$ cat config.mk
export PLATFORM = sky130hd
export DESIGN_NAME = wiper_tap_ctrl
export DESIGN_NICKNAME = d
export VERILOG_FILES = /design/src/rtl/wiper_pkg.sv /design/src/rtl/wiper_step.sv /design/src/rtl/wiper_load_arb.sv /design/src/rtl/tap_onehot_decode.sv /design/src/rtl/wiper_tap_ctrl.sv
export SDC_FILE = /design/constraint.sdc
export NUM_CORES = 1
export LEC_CHECK = 0
export CAP_MARGIN = 20
export CORE_UTILIZATION = 35
export CTS_CLUSTER_DIAMETER = 50
export CTS_CLUSTER_SIZE = 24
export DETAILED_ROUTE_END_ITERATION = 10
export PLACE_DENSITY = 0.9
export RECOVER_POWER = 100
export SLEW_MARGIN = 30
export SYNTH_ARGS = -nofsm -noshare
export SYNTH_HDL_FRONTEND = slang
export SYNTH_HIERARCHICAL = 1
export SYNTH_SLANG_ARGS = --single-unit
$ cat constraint.sdc
create_clock -name clk -period 3.3 [get_ports clk]
set_input_delay 0.825 -clock clk [delete_from_list [all_inputs] [get_ports clk]]
set_output_delay 0.825 -clock clk [all_outputs]
set_load 0.01 [all_outputs]
$ cat src/rtl/wiper_pkg.sv
package wiper_pkg;

  typedef enum logic [2:0] {
    SRC_NONE,
    SRC_RECALL,
    SRC_XFER,
    SRC_WRITE,
    SRC_STEP
  } load_src_e;

endpackage

$ cat src/rtl/wiper_step.sv
module wiper_step #(
  parameter int WIDTH = 6
) (
  input  logic [WIDTH-1:0] cur,
  input  logic             up,
  output logic [WIDTH-1:0] nxt
);
  localparam logic [WIDTH-1:0] TOP = {WIDTH{1'b1}};
  localparam logic [WIDTH-1:0] BOT = '0;
  localparam logic [WIDTH-1:0] ONE = WIDTH'(1);

  always_comb begin
    if (up) nxt = (cur == TOP) ? cur : cur + ONE;
    else    nxt = (cur == BOT) ? cur : cur - ONE;
  end
endmodule

$ cat src/rtl/wiper_load_arb.sv
module wiper_load_arb
  import wiper_pkg::*;
#(
  parameter int WIDTH    = 6,
  parameter int NUM_DREG = 4,
  localparam int SEL_W   = $clog2(NUM_DREG)
) (
  input  logic                      recall_pend,
  input  logic [NUM_DREG*WIDTH-1:0] dreg_bank,
  input  logic                      xfer_req,
  input  logic [SEL_W-1:0]          xfer_sel,
  input  logic                      wr_valid,
  input  logic [WIDTH-1:0]          wr_data,
  input  logic                      step_req,
  input  logic [WIDTH-1:0]          step_val,
  output logic                      wr_ready,
  output load_src_e                 src,
  output logic [WIDTH-1:0]          next_val
);
  logic [WIDTH-1:0] slot [NUM_DREG];

  for (genvar k = 0; k < NUM_DREG; k++) begin : g_slot
    assign slot[k] = dreg_bank[k*WIDTH +: WIDTH];
  end

  assign wr_ready = !recall_pend && !xfer_req;

  always_comb begin
    src      = SRC_NONE;
    next_val = slot[0];
    if (recall_pend) begin
      src      = SRC_RECALL;
      next_val = slot[0];
    end else if (xfer_req) begin
      src      = SRC_XFER;
      next_val = slot[xfer_sel];
    end else if (wr_valid) begin
      src      = SRC_WRITE;
      next_val = wr_data;
    end else if (step_req) begin
      src      = SRC_STEP;
      next_val = step_val;
    end
  end
endmodule

$ cat src/rtl/tap_onehot_decode.sv
module tap_onehot_decode #(
  parameter int WIDTH = 6,
  localparam int TAPS = 1 << WIDTH
) (
  input  logic             clk,
  input  logic             rst_n,
  input  logic [WIDTH-1:0] pos,
  output logic [TAPS-1:0]  tap_en
);
  for (genvar i = 0; i < TAPS; i++) begin : g_tap
    localparam logic [WIDTH-1:0] IDX = WIDTH'(i);
    assign tap_en[i] = (pos == IDX);
  end

  // one switch on at a time
  a_r2_single_tap: assert property (@(posedge clk) disable iff (!rst_n)
    $countones(tap_en) == 1);
endmodule

$ cat src/rtl/wiper_tap_ctrl.sv
module wiper_tap_ctrl
  import wiper_pkg::*;
#(
  parameter int WIDTH    = 6,
  parameter int NUM_DREG = 4,
  localparam int SEL_W   = $clog2(NUM_DREG),
  localparam int TAPS    = 1 << WIDTH
) (
  input  logic                      clk,
  input  logic                      rst_n,
  input  logic [NUM_DREG*WIDTH-1:0] dreg_bank,
  input  logic                      xfer_req,
  input  logic [SEL_W-1:0]          xfer_sel,
  input  logic                      wr_valid,
  output logic                      wr_ready,
  input  logic [WIDTH-1:0]          wr_data,
  input  logic                      step_req,
  input  logic                      step_up,
  output logic [WIDTH-1:0]          wiper_q,
  output logic [TAPS-1:0]           tap_en,
  output logic                      load_done
);
  localparam logic [WIDTH-1:0] TOP = {WIDTH{1'b1}};

  logic             recall_pend;
  logic [WIDTH-1:0] step_val;
  logic [WIDTH-1:0] next_val;
  load_src_e        src;

  wiper_step #(.WIDTH(WIDTH)) u_step (
    .cur (wiper_q),
    .up  (step_up),
    .nxt (step_val)
  );

  wiper_load_arb #(.WIDTH(WIDTH), .NUM_DREG(NUM_DREG)) u_arb (
    .recall_pend (recall_pend),
    .dreg_bank   (dreg_bank),
    .xfer_req    (xfer_req),
    .xfer_sel    (xfer_sel),
    .wr_valid    (wr_valid),
    .wr_data     (wr_data),
    .step_req    (step_req),
    .step_val    (step_val),
    .wr_ready    (wr_ready),
    .src         (src),
    .next_val    (next_val)
  );

  always_ff @(posedge clk) begin
    if (!rst_n) begin
      wiper_q     <= '0;
      recall_pend <= 1'b1;
      load_done   <= 1'b0;
    end else begin
      recall_pend <= 1'b0;
      load_done   <= (src != SRC_NONE);
      if (src != SRC_NONE) wiper_q <= next_val;
    end
  end

  tap_onehot_decode #(.WIDTH(WIDTH)) u_dec (
    .clk    (clk),
    .rst_n  (rst_n),
    .pos    (wiper_q),
    .tap_en (tap_en)
  );

  logic [WIDTH-1:0] chosen_slot;
  assign chosen_slot = dreg_bank[xfer_sel*WIDTH +: WIDTH];

  // recall comes from slot 0
  a_r3_recall_slot0: assert property (@(posedge clk) disable iff (!rst_n)
    recall_pend |=> wiper_q == $past(dreg_bank[WIDTH-1:0]));
  // transfer copies the chosen slot
  a_r4_xfer_value: assert property (@(posedge clk) disable iff (!rst_n)
    (!recall_pend && xfer_req) |=> wiper_q == $past(chosen_slot));
  // accepted write beats a simultaneous step
  a_r5_write_value: assert property (@(posedge clk) disable iff (!rst_n)
    (wr_valid && wr_ready) |=> wiper_q == $past(wr_data));
  // no wrap at either end
  a_r7_no_wrap_up: assert property (@(posedge clk) disable iff (!rst_n)
    (src == SRC_STEP && step_up && wiper_q == TOP) |=> wiper_q == TOP);
  a_r7_no_wrap_down: assert property (@(posedge clk) disable iff (!rst_n)
    (src == SRC_STEP && !step_up && wiper_q == '0) |=> wiper_q == '0);
  // done pulse tracks applied loads, idle holds
  a_r9_done_follows_load: assert property (@(posedge clk) disable iff (!rst_n)
    (src != SRC_NONE) |=> load_done);
  a_r9_hold_when_idle: assert property (@(posedge clk) disable iff (!rst_n)
    (src == SRC_NONE) |=> (!load_done && $stable(wiper_q)));
endmodule

Word level (Yosys, flattened, before mapping)
Index checks and enable logic that the tools add are counted.
- bitwise operators: 1
- equality and inequality tests: 65
- muxes and demuxes: 15
- reductions and logical operators: 6
- magnitude comparators: 1
- add/sub/neg operators: 2
- operators by type and width (kind ; number):
    6-bit == test (second input constant) ; 32
    6-bit by 5-bit == test with 1-bit output (second input constant) ; 16
    6-bit 2-to-1 mux ; 9
    6-bit by 4-bit == test with 1-bit output (second input constant) ; 8
    6-bit by 3-bit == test with 1-bit output (second input constant) ; 4
    6-bit binary-select mux with 2-bit select ; 1
    6-bit by 2-bit == test with 1-bit output (second input constant) ; 2
    3-bit 2-to-1 mux ; 4
    6-bit by 5-bit != test with 1-bit output (second input constant) ; 2
    6-bit by 1-bit adder with 6-bit output (second input constant) ; 1
    6-bit by 1-bit == test with 1-bit output (second input constant) ; 1
    6-bit zero test ; 1
    6-bit by 1-bit subtractor with 6-bit output (second input constant) ; 1
    3-bit >= comparator (second input constant) ; 1
    2-bit NOT with 3-bit output ; 1
    3-bit AND reduction ; 1
    3-bit nonzero test ; 1
    1-bit zero test ; 2
    1-bit logical AND ; 1
    1-bit 2-to-1 mux ; 1
- output and inout port bits: 72
- input port bits: 38
- register bits: 8

Logic depth before layout (Yosys ltp)
Gate-level depths: netlist (run 1).
- depth in word-level cells: 7
- mapped depth: 11
- gate-level depth less buffers: 11

Cells and area by module
The synthesis (run 1) kept the hierarchy.
- modules (own cells, without submodules) (module ; cells each ; sequential area each (um2) ; area an instance (um2) ; times used):
    wiper_load_arb ; 54 ; 0.0 ; 480.5 ; 1
    tap_onehot_decode ; 95 ; 0.0 ; 461.7 ; 1
    wiper_step ; 44 ; 0.0 ; 301.5 ; 1
    wiper_tap_ctrl ; 30 ; 160.2 ; 294.0 ; 1

Worst setup path after synthesis (run 1)
Ideal clock, no wire load.
- path type: input -> register
- start: input step_up
- end: register wiper_q[5]
- slack: 739 ps
- stages: 9
- library setup time: 133 ps
- data arrival time: 2428 ps
- cells stage by stage: or4_4 > or3_1 > o211ai_1 > o21ai_2 > mux2_1 > a22oi_1 > a21oi_1 > nand2_1 > mux2i_1
- longest elaborated chain between the ends: 5
- elaborated cells on any way between the ends: 8
- RTL lines (what ; RTL line ; RTL):
    from (decl) ; wiper_tap_ctrl.sv:18 ; input logic step_up,
    6-bit 2-to-1 mux ; wiper_step.sv:13 ; if (up) nxt = (cur == TOP) ? cur : cur + ONE;
    via step_val[5] ; wiper_tap_ctrl.sv:26 ; logic [WIDTH-1:0] step_val;
    6-bit 2-to-1 mux ; wiper_load_arb.sv:40 ; end else if (step_req) begin
    6-bit 2-to-1 mux ; wiper_load_arb.sv:37 ; end else if (wr_valid) begin
    6-bit 2-to-1 mux ; wiper_load_arb.sv:34 ; end else if (xfer_req) begin
    6-bit 2-to-1 mux ; wiper_load_arb.sv:31 ; if (recall_pend) begin
    via next_val[5] ; wiper_tap_ctrl.sv:27 ; logic [WIDTH-1:0] next_val;
    to (signal assigned) ; wiper_tap_ctrl.sv:58 ; if (src != SRC_NONE) wiper_q <= next_val;
    to (decl) ; wiper_tap_ctrl.sv:19 ; output logic [WIDTH-1:0] wiper_q,
The timed path passes the listed nets, and every way through them passes these cells.
A chain may end at the register's enable or synchronous reset.

Worst setup path after layout (run 1)
- start: register wiper_q[3]
- end: output tap_en[11]
- longest elaborated chain between the ends: 1
- RTL lines (what ; RTL line ; RTL):
    6-bit by 4-bit == test with 1-bit output ; tap_onehot_decode.sv:12 ; assign tap_en[i] = (pos == IDX);
    to (decl) ; wiper_tap_ctrl.sv:20 ; output logic [TAPS-1:0] tap_en,
No other way between the ends.

==> flow_summary.toml, run 1 <==
[outcome]
outcome = "complete, no violations"

[routing]
met1Wirelength_um = 2180
via_count = 2011
drt_iter0_markers = 126
ant_nets = 0
wl_per_cell_um = 13.9
post-route-drc-count = 0
top_layer_used = "met4"
avgViaCountPerCell = 5.39
wl_met3_um = 256
dr.pass1.iters = 4
wl_met2_um = 2700
wl_um = 5180

[place]
dp_hpwl_um = 4090
dp_cells = 370
finalWeightedCongestion = 0.838
numPortBuffers = 109
place_ws_ps = 178

[floorplanning]
die_h_um = 68.3
core_region_area_sq_mm = 0.00412
boundaryPins = 110
std_cell_rows = 23
start_util = 0.374
die_width_um = 68.3
fp.dieArea_sq_mm = 0.00466

[synthesis]
synth_top_area_cell = "nor2_1"
yosys_warnings = 6
synth-edff-count = 0
async_reset_ff_frac = 0
postSynthNetCount = 264
netlist_top_cells_count = "69 x nor2_1, 16 x nand2_1, 12 x clkbuf_1, 11 x mux2_1"
synthTopCellsByArea = "nor2_1 17%, dfxtp_1 10%, mux2_1 8.1%"
synth.most_common_cell = "nor2_1"
avgSynthCellArea_sq_um = 6.90
synth_top_area_share = 0.168
netlist_area_sq_mm = 0.00154
postSynthCellCount = 223
yosysSeqAreaShare = 0.104
synth_top_flop_cell = "dfxtp_1"
synthDistinctLibCells = 46
ys_ff_latch = 8

[clocking]
cts_setup_buffers = 0
numCtsBuffers = 3
ctsHoldBuffers = 0
cts_buffer_depth = 2
cts_tree = "done"
cts_max_level = 1
clk_pin_slew_ps = 40
clkSinkCount = 8
cts_resized = 0
cts-root-buf = "clkbuf_8"
insertion_delay_ps = 220

[cells_and_area]
n_antenna_cell = 0
drive_gt1_frac = 0.0867
fill_cells = 352
areaGrowthSynthToFinish_pct = 74.2
finalNetCount = 366
stdcell_count = 373

[timing]
max_slew_margin = 0.174
clock_skew_ps = 1.46
hold_violations = 0
slew_violations = 0
fin_crit_sh = 0.910
tightestPinTransition_ps = 1230
fmax_mhz = 333
finalSetupViolCount = 0
final.min_clock_period_ps = 3000
fin_ws_ps = 297
rsz0062_at_grt = "no"
fin_tns_setup_ps = 0

[hold_path]
hp-start = "wiper_q[1]"
hp-class = "register to register"
min_to = "wiper_q[1]"
hold_depth = 2

[setup_path]
startpoint_type = "register"
required_ps = 2470
end_kind = "output port"
ff2ff_setup_slack_ps = 560
path_class = "register to output port"
r2r_cells = 10
r2r_start = "wiper_q[3]"
worstPathArrival_ps = 2180
crit_fanout = 17
r2r-end = "wiper_q[5]"

[grt]
grt_usage = 0.218
grt_pass1_wl_um = 7990
grt_max_degree = 19
grt-ovfl-total = 0
grt_pass1_vias = 1822
antenna_found_initial = 0

[power]
p_leak_nw = 1.15
power_density_mw_per_mm2 = 203
peakVddDrop_mv = 0.213

[flow_run]
cap_violations = 0
[flip-flops by register name (all words and copies together) (netlist names)]
name	flops
load_done	1
wiper_q	6
recall_pend	1
[where the power goes]
group          internal [mW]  total [mW]  switching (mW)
combinational          0.153       0.293           0.140
sequential             0.106       0.137          0.0308
clock                 0.0788       0.115          0.0360
[stage by stage]
stage                     hold slack (ps)   util  power (mW)  area, sq um
after global placement                646  0.645       0.434         2650
after global routing                  686  0.651       0.582         2680
after CTS                             662  0.655       0.559         2690
after floorplan                       550      -       0.309         1540
final                                 656  0.651       0.545         2680
after detailed placement              654  0.645       0.441         2650
[cell usage in the layout (no fill, tap or decap), types with 2 or more instances in the layout]
cell             netlist  layout
mux2i_1                6       6
nor2_1                69      69
clkdlybuf4s50_1        0      38
dlygate4sd3_1          0      71
nor2b_1                8       8
nand4_1                3       3
ha_1                   3       3
a221oi_1               2       2
mux2_4                 4       4
buf_4                  0       6
a22oi_1                6       6
a31oi_1                3       3
or2_2                  2       2
a21oi_1                7       7
mux2_1                11      11
clkbuf_8               0       3
and2_1                 2       2
nand2_1               16      16
a221oi_2               4       4
dfxtp_1                8       8
nand2b_1               2       2
o21ai_0                4       4
nand3_1                2       2
nand4bb_1              6       6
inv_1                  3       3
or4b_1                 4       4
nand4b_1               4       4
a211oi_1               5       5
mux2_2                 3       3
[area by class of cell]
class	count	area, sq um	area share
sequential	8	160	0.0598
timing repair buffer	116	1140	0.426
inverter	3	11.3	0.00420
clock buffer	3	41.3	0.0154
multi-input combinational	193	1260	0.472
tap	50	62.6	0.0234
[worst max path at each step]
stage,startpoint,to,slack [ps],cells after the start
5_1_grt,xfer_req,wiper_q[2],140,5
3_5_place_dp,step_up,wiper_q[5],180,10
6_report,wiper_q[3],tap_en[11],300,3
2_1_floorplan,step_up,wiper_q[5],740,9
3_3_place_gp,step_up,wiper_q[5],230,10
4_1_cts,wiper_q[5],tap_en[33],360,3
[cells by family after synthesis]
family | synth area share
simple gates | 0.428
compound gates | 0.190
mux | 0.181
buf+inv | 0.0667
flops | 0.104
fa+ha+maj | 0.0244
xor+xnor | 0.00570
[metal layers]
layer,up-vias,global-route usage
met4,0,0.0521
met5,-,0
met1,937,0.263
met2,72,0.395
li1,996,-
met3,6,0.0350
[critical path, stage by stage (launching register included)]
cell	delay, ps
dfxtp_1	620
or4b_1	560
nor2_1	130
dlygate4sd3_1	640
Power figures use the tool's default switching activity.
==> run 2, diff against run 1 <==
- CORE_UTILIZATION: 35 -> 32
- GPL_ROUTABILITY_DRIVEN: default -> 1
- PLACE_DENSITY: 0.9 -> 0.87
- clock period: 3.3 -> 2.6 ns (I/O delays scaled with it)
==> run 2 against run 1 <==
Compared with the run above: the flow now finishes with violations (design-rule violations); sequential share of layout area is 0.089 points higher; die area up 9.1%; sequential power is 26% higher; utilization is 2.0 points lower; cell area up 5.5%; critical path depth unchanged; worst hold slack lost 54 ps; clock skew shrank 1.1 ps; non-clock buffer count rose by 14; critical endpoint unchanged; highest routed layer unchanged.
==> flow_summary.toml, run 2 (same netlist as run 1, synthesis figures left out) <==
[cells_and_area]
finalNetCount = 380
ff_latch_area_sq_um = 171
largest_register_ffs = 6
final_common_cell = "clkdlybuf4s50_1"
final_util = 0.631
drive_gt1_frac = 0.160
largest_register = "wiper_q"
fill_cells = 397
areaGrowthSynthToFinish_pct = 83.7
fin_area_sq_mm = 0.00283
stdcell_count = 389
n_antenna_cell = 0
multiInputGateArea_sq_mm = 0.00129
top_regs = "wiper_q (6), load_done (1), recall_pend (1)"
final_cell_mix = "74 x clkdlybuf4s50_1, 69 x nor2_1, 34 x dlygate4sd3_1"

[clocking]
cts_tree = "done"
cts-root-buf = "clkbuf_8"
clkSinkCount = 8
ctsHoldBuffers = 0
clk_pin_slew_ps = 40
cts_max_level = 1
cts_buffer_depth = 2
numCtsBuffers = 3
cts_setup_buffers = 0
insertion_delay_ps = 220

[setup_path]
required_ps = 1950
end_kind = "output port"
slowest_stage = "clkdlybuf4s50_1"
crit_fanout = 15
startpoint_type = "register"
slowest_delay_ps = 550
path_class = "register to output port"
critical_path.cell_chain = "or4b_4 -> nor2_1 -> clkdlybuf4s50_1"
worstPathArrival_ps = 1870

[routing]
via_count = 2054
wl_met3_um = 281
wl_met2_um = 2830
drt_iter0_markers = 70
top_layer_used = "met4"
avgViaCountPerCell = 5.28
ant_nets = 0
met1Wirelength_um = 2100
wl_um = 5300
wl_per_cell_um = 13.6
post-route-drc-count = 7
dr.pass1.iters = 7

[timing]
clock_skew_ps = 0.393
final.min_clock_period_ps = 2520
timing.hold.ws_ps = 602
tightestPinTransition_ps = 708
max_slew_margin = 0.525
hold_violations = 0
fmax_mhz = 396
rsz0062_at_grt = "no"
slew_violations = 0
fin_crit_sh = 0.970
finalSetupViolCount = 0

[grt]
grt_pass1_vias = 1928
grt-ovfl-total = 0
grt_pass1_wl_um = 8870
grt_usage = 0.210
grt_max_degree = 17
antenna_found_initial = 0

[power]
p_leak_nw = 1.11
p_total_mw = 0.736
peakVddDrop_mv = 0.291
power_density_mw_per_mm2 = 261

[place]
dp_hpwl_um = 4280
numPortBuffers = 109
dp_cells = 386
finalWeightedCongestion = 0.915
dpl_cell_area_sq_mm = 0.00276

[hold_path]
hp-class = "register to register"

[flow_run]
cap_violations = 0

[outcome]
failed_checks = "design-rule violations"
outcome = "finished, violations left"

[floorplanning]
boundaryPins = 110
die_h_um = 71.3
start_util = 0.344
std_cell_rows = 24
fp.dieArea_sq_mm = 0.00509
core_region_area_sq_mm = 0.00447
die_width_um = 71.3
## run 2: cell types whose count changed in the layout (fill, tap and decap cells not counted), moves of 2 or more
cell	previous run	this run
or4b_4	0	4
buf_4	6	20
dlygate4sd3_1	71	34
dfxtp_1	8	3
dfxtp_2	0	3
or4b_1	4	0
dfxtp_4	0	2
clkdlybuf4s50_1	38	74
## run 2: repair_timing
item                                    4_1_cts  5_1_grt
endpoints found under the setup margin       28       18
resized for setup                             8        6
pin swaps                                     1        0
## run 2: per-stage QoR
step                setup WS, ps  setup TNS, ps
floorplan                    214              0
global placement            -288           -588
detailed placement          -310           -789
CTS                         50.6              0
global route                5.85              0
finish                      77.3              0
## run 2: area by class of cell
type                            instances  area share
Multi-Input combinational cell        193       0.457
Timing Repair Buffer                  130       0.440
Sequential cell                         8      0.0607
Tap cell                               52      0.0230
Clock buffer                            3      0.0146
Inverter                                3     0.00399
## run 2: power by group
part | leakage [nW] | switching, mW | internal (mW) | total (mW)
Combinational | 1.02 | 0.189 | 0.231 | 0.420
Clock | 0.0216 | 0.0444 | 0.0999 | 0.144
Sequential | 0.0688 | 0.0352 | 0.136 | 0.172
## run 2: final timing paths
| path | end | cells after the start | from | slack [ps] |
|---|---|---|---|---|
| hold / removal | wiper_q[1] | 2 | wiper_q[1] | 600 |
| hold reg to reg | wiper_q[1] | 2 | wiper_q[1] | 600 |
| setup reg to reg | wiper_q[0] | 10 | wiper_q[4] | 260 |
| setup / recovery | tap_en[11] | 3 | wiper_q[3] | 80 |
## run 2: per-layer routing
layer | GRT usage | up-vias
met5 | 0 | -
met4 | 0.0444 | 0
met3 | 0.0394 | 8
met2 | 0.402 | 72
met1 | 0.240 | 948
li1 | - | 1026
## run 2: critical path: cells and delay by family (launching register included)
family	cells	cell delay (ps)
buf+inv	1	550
flops	1	460
simple gates	2	630
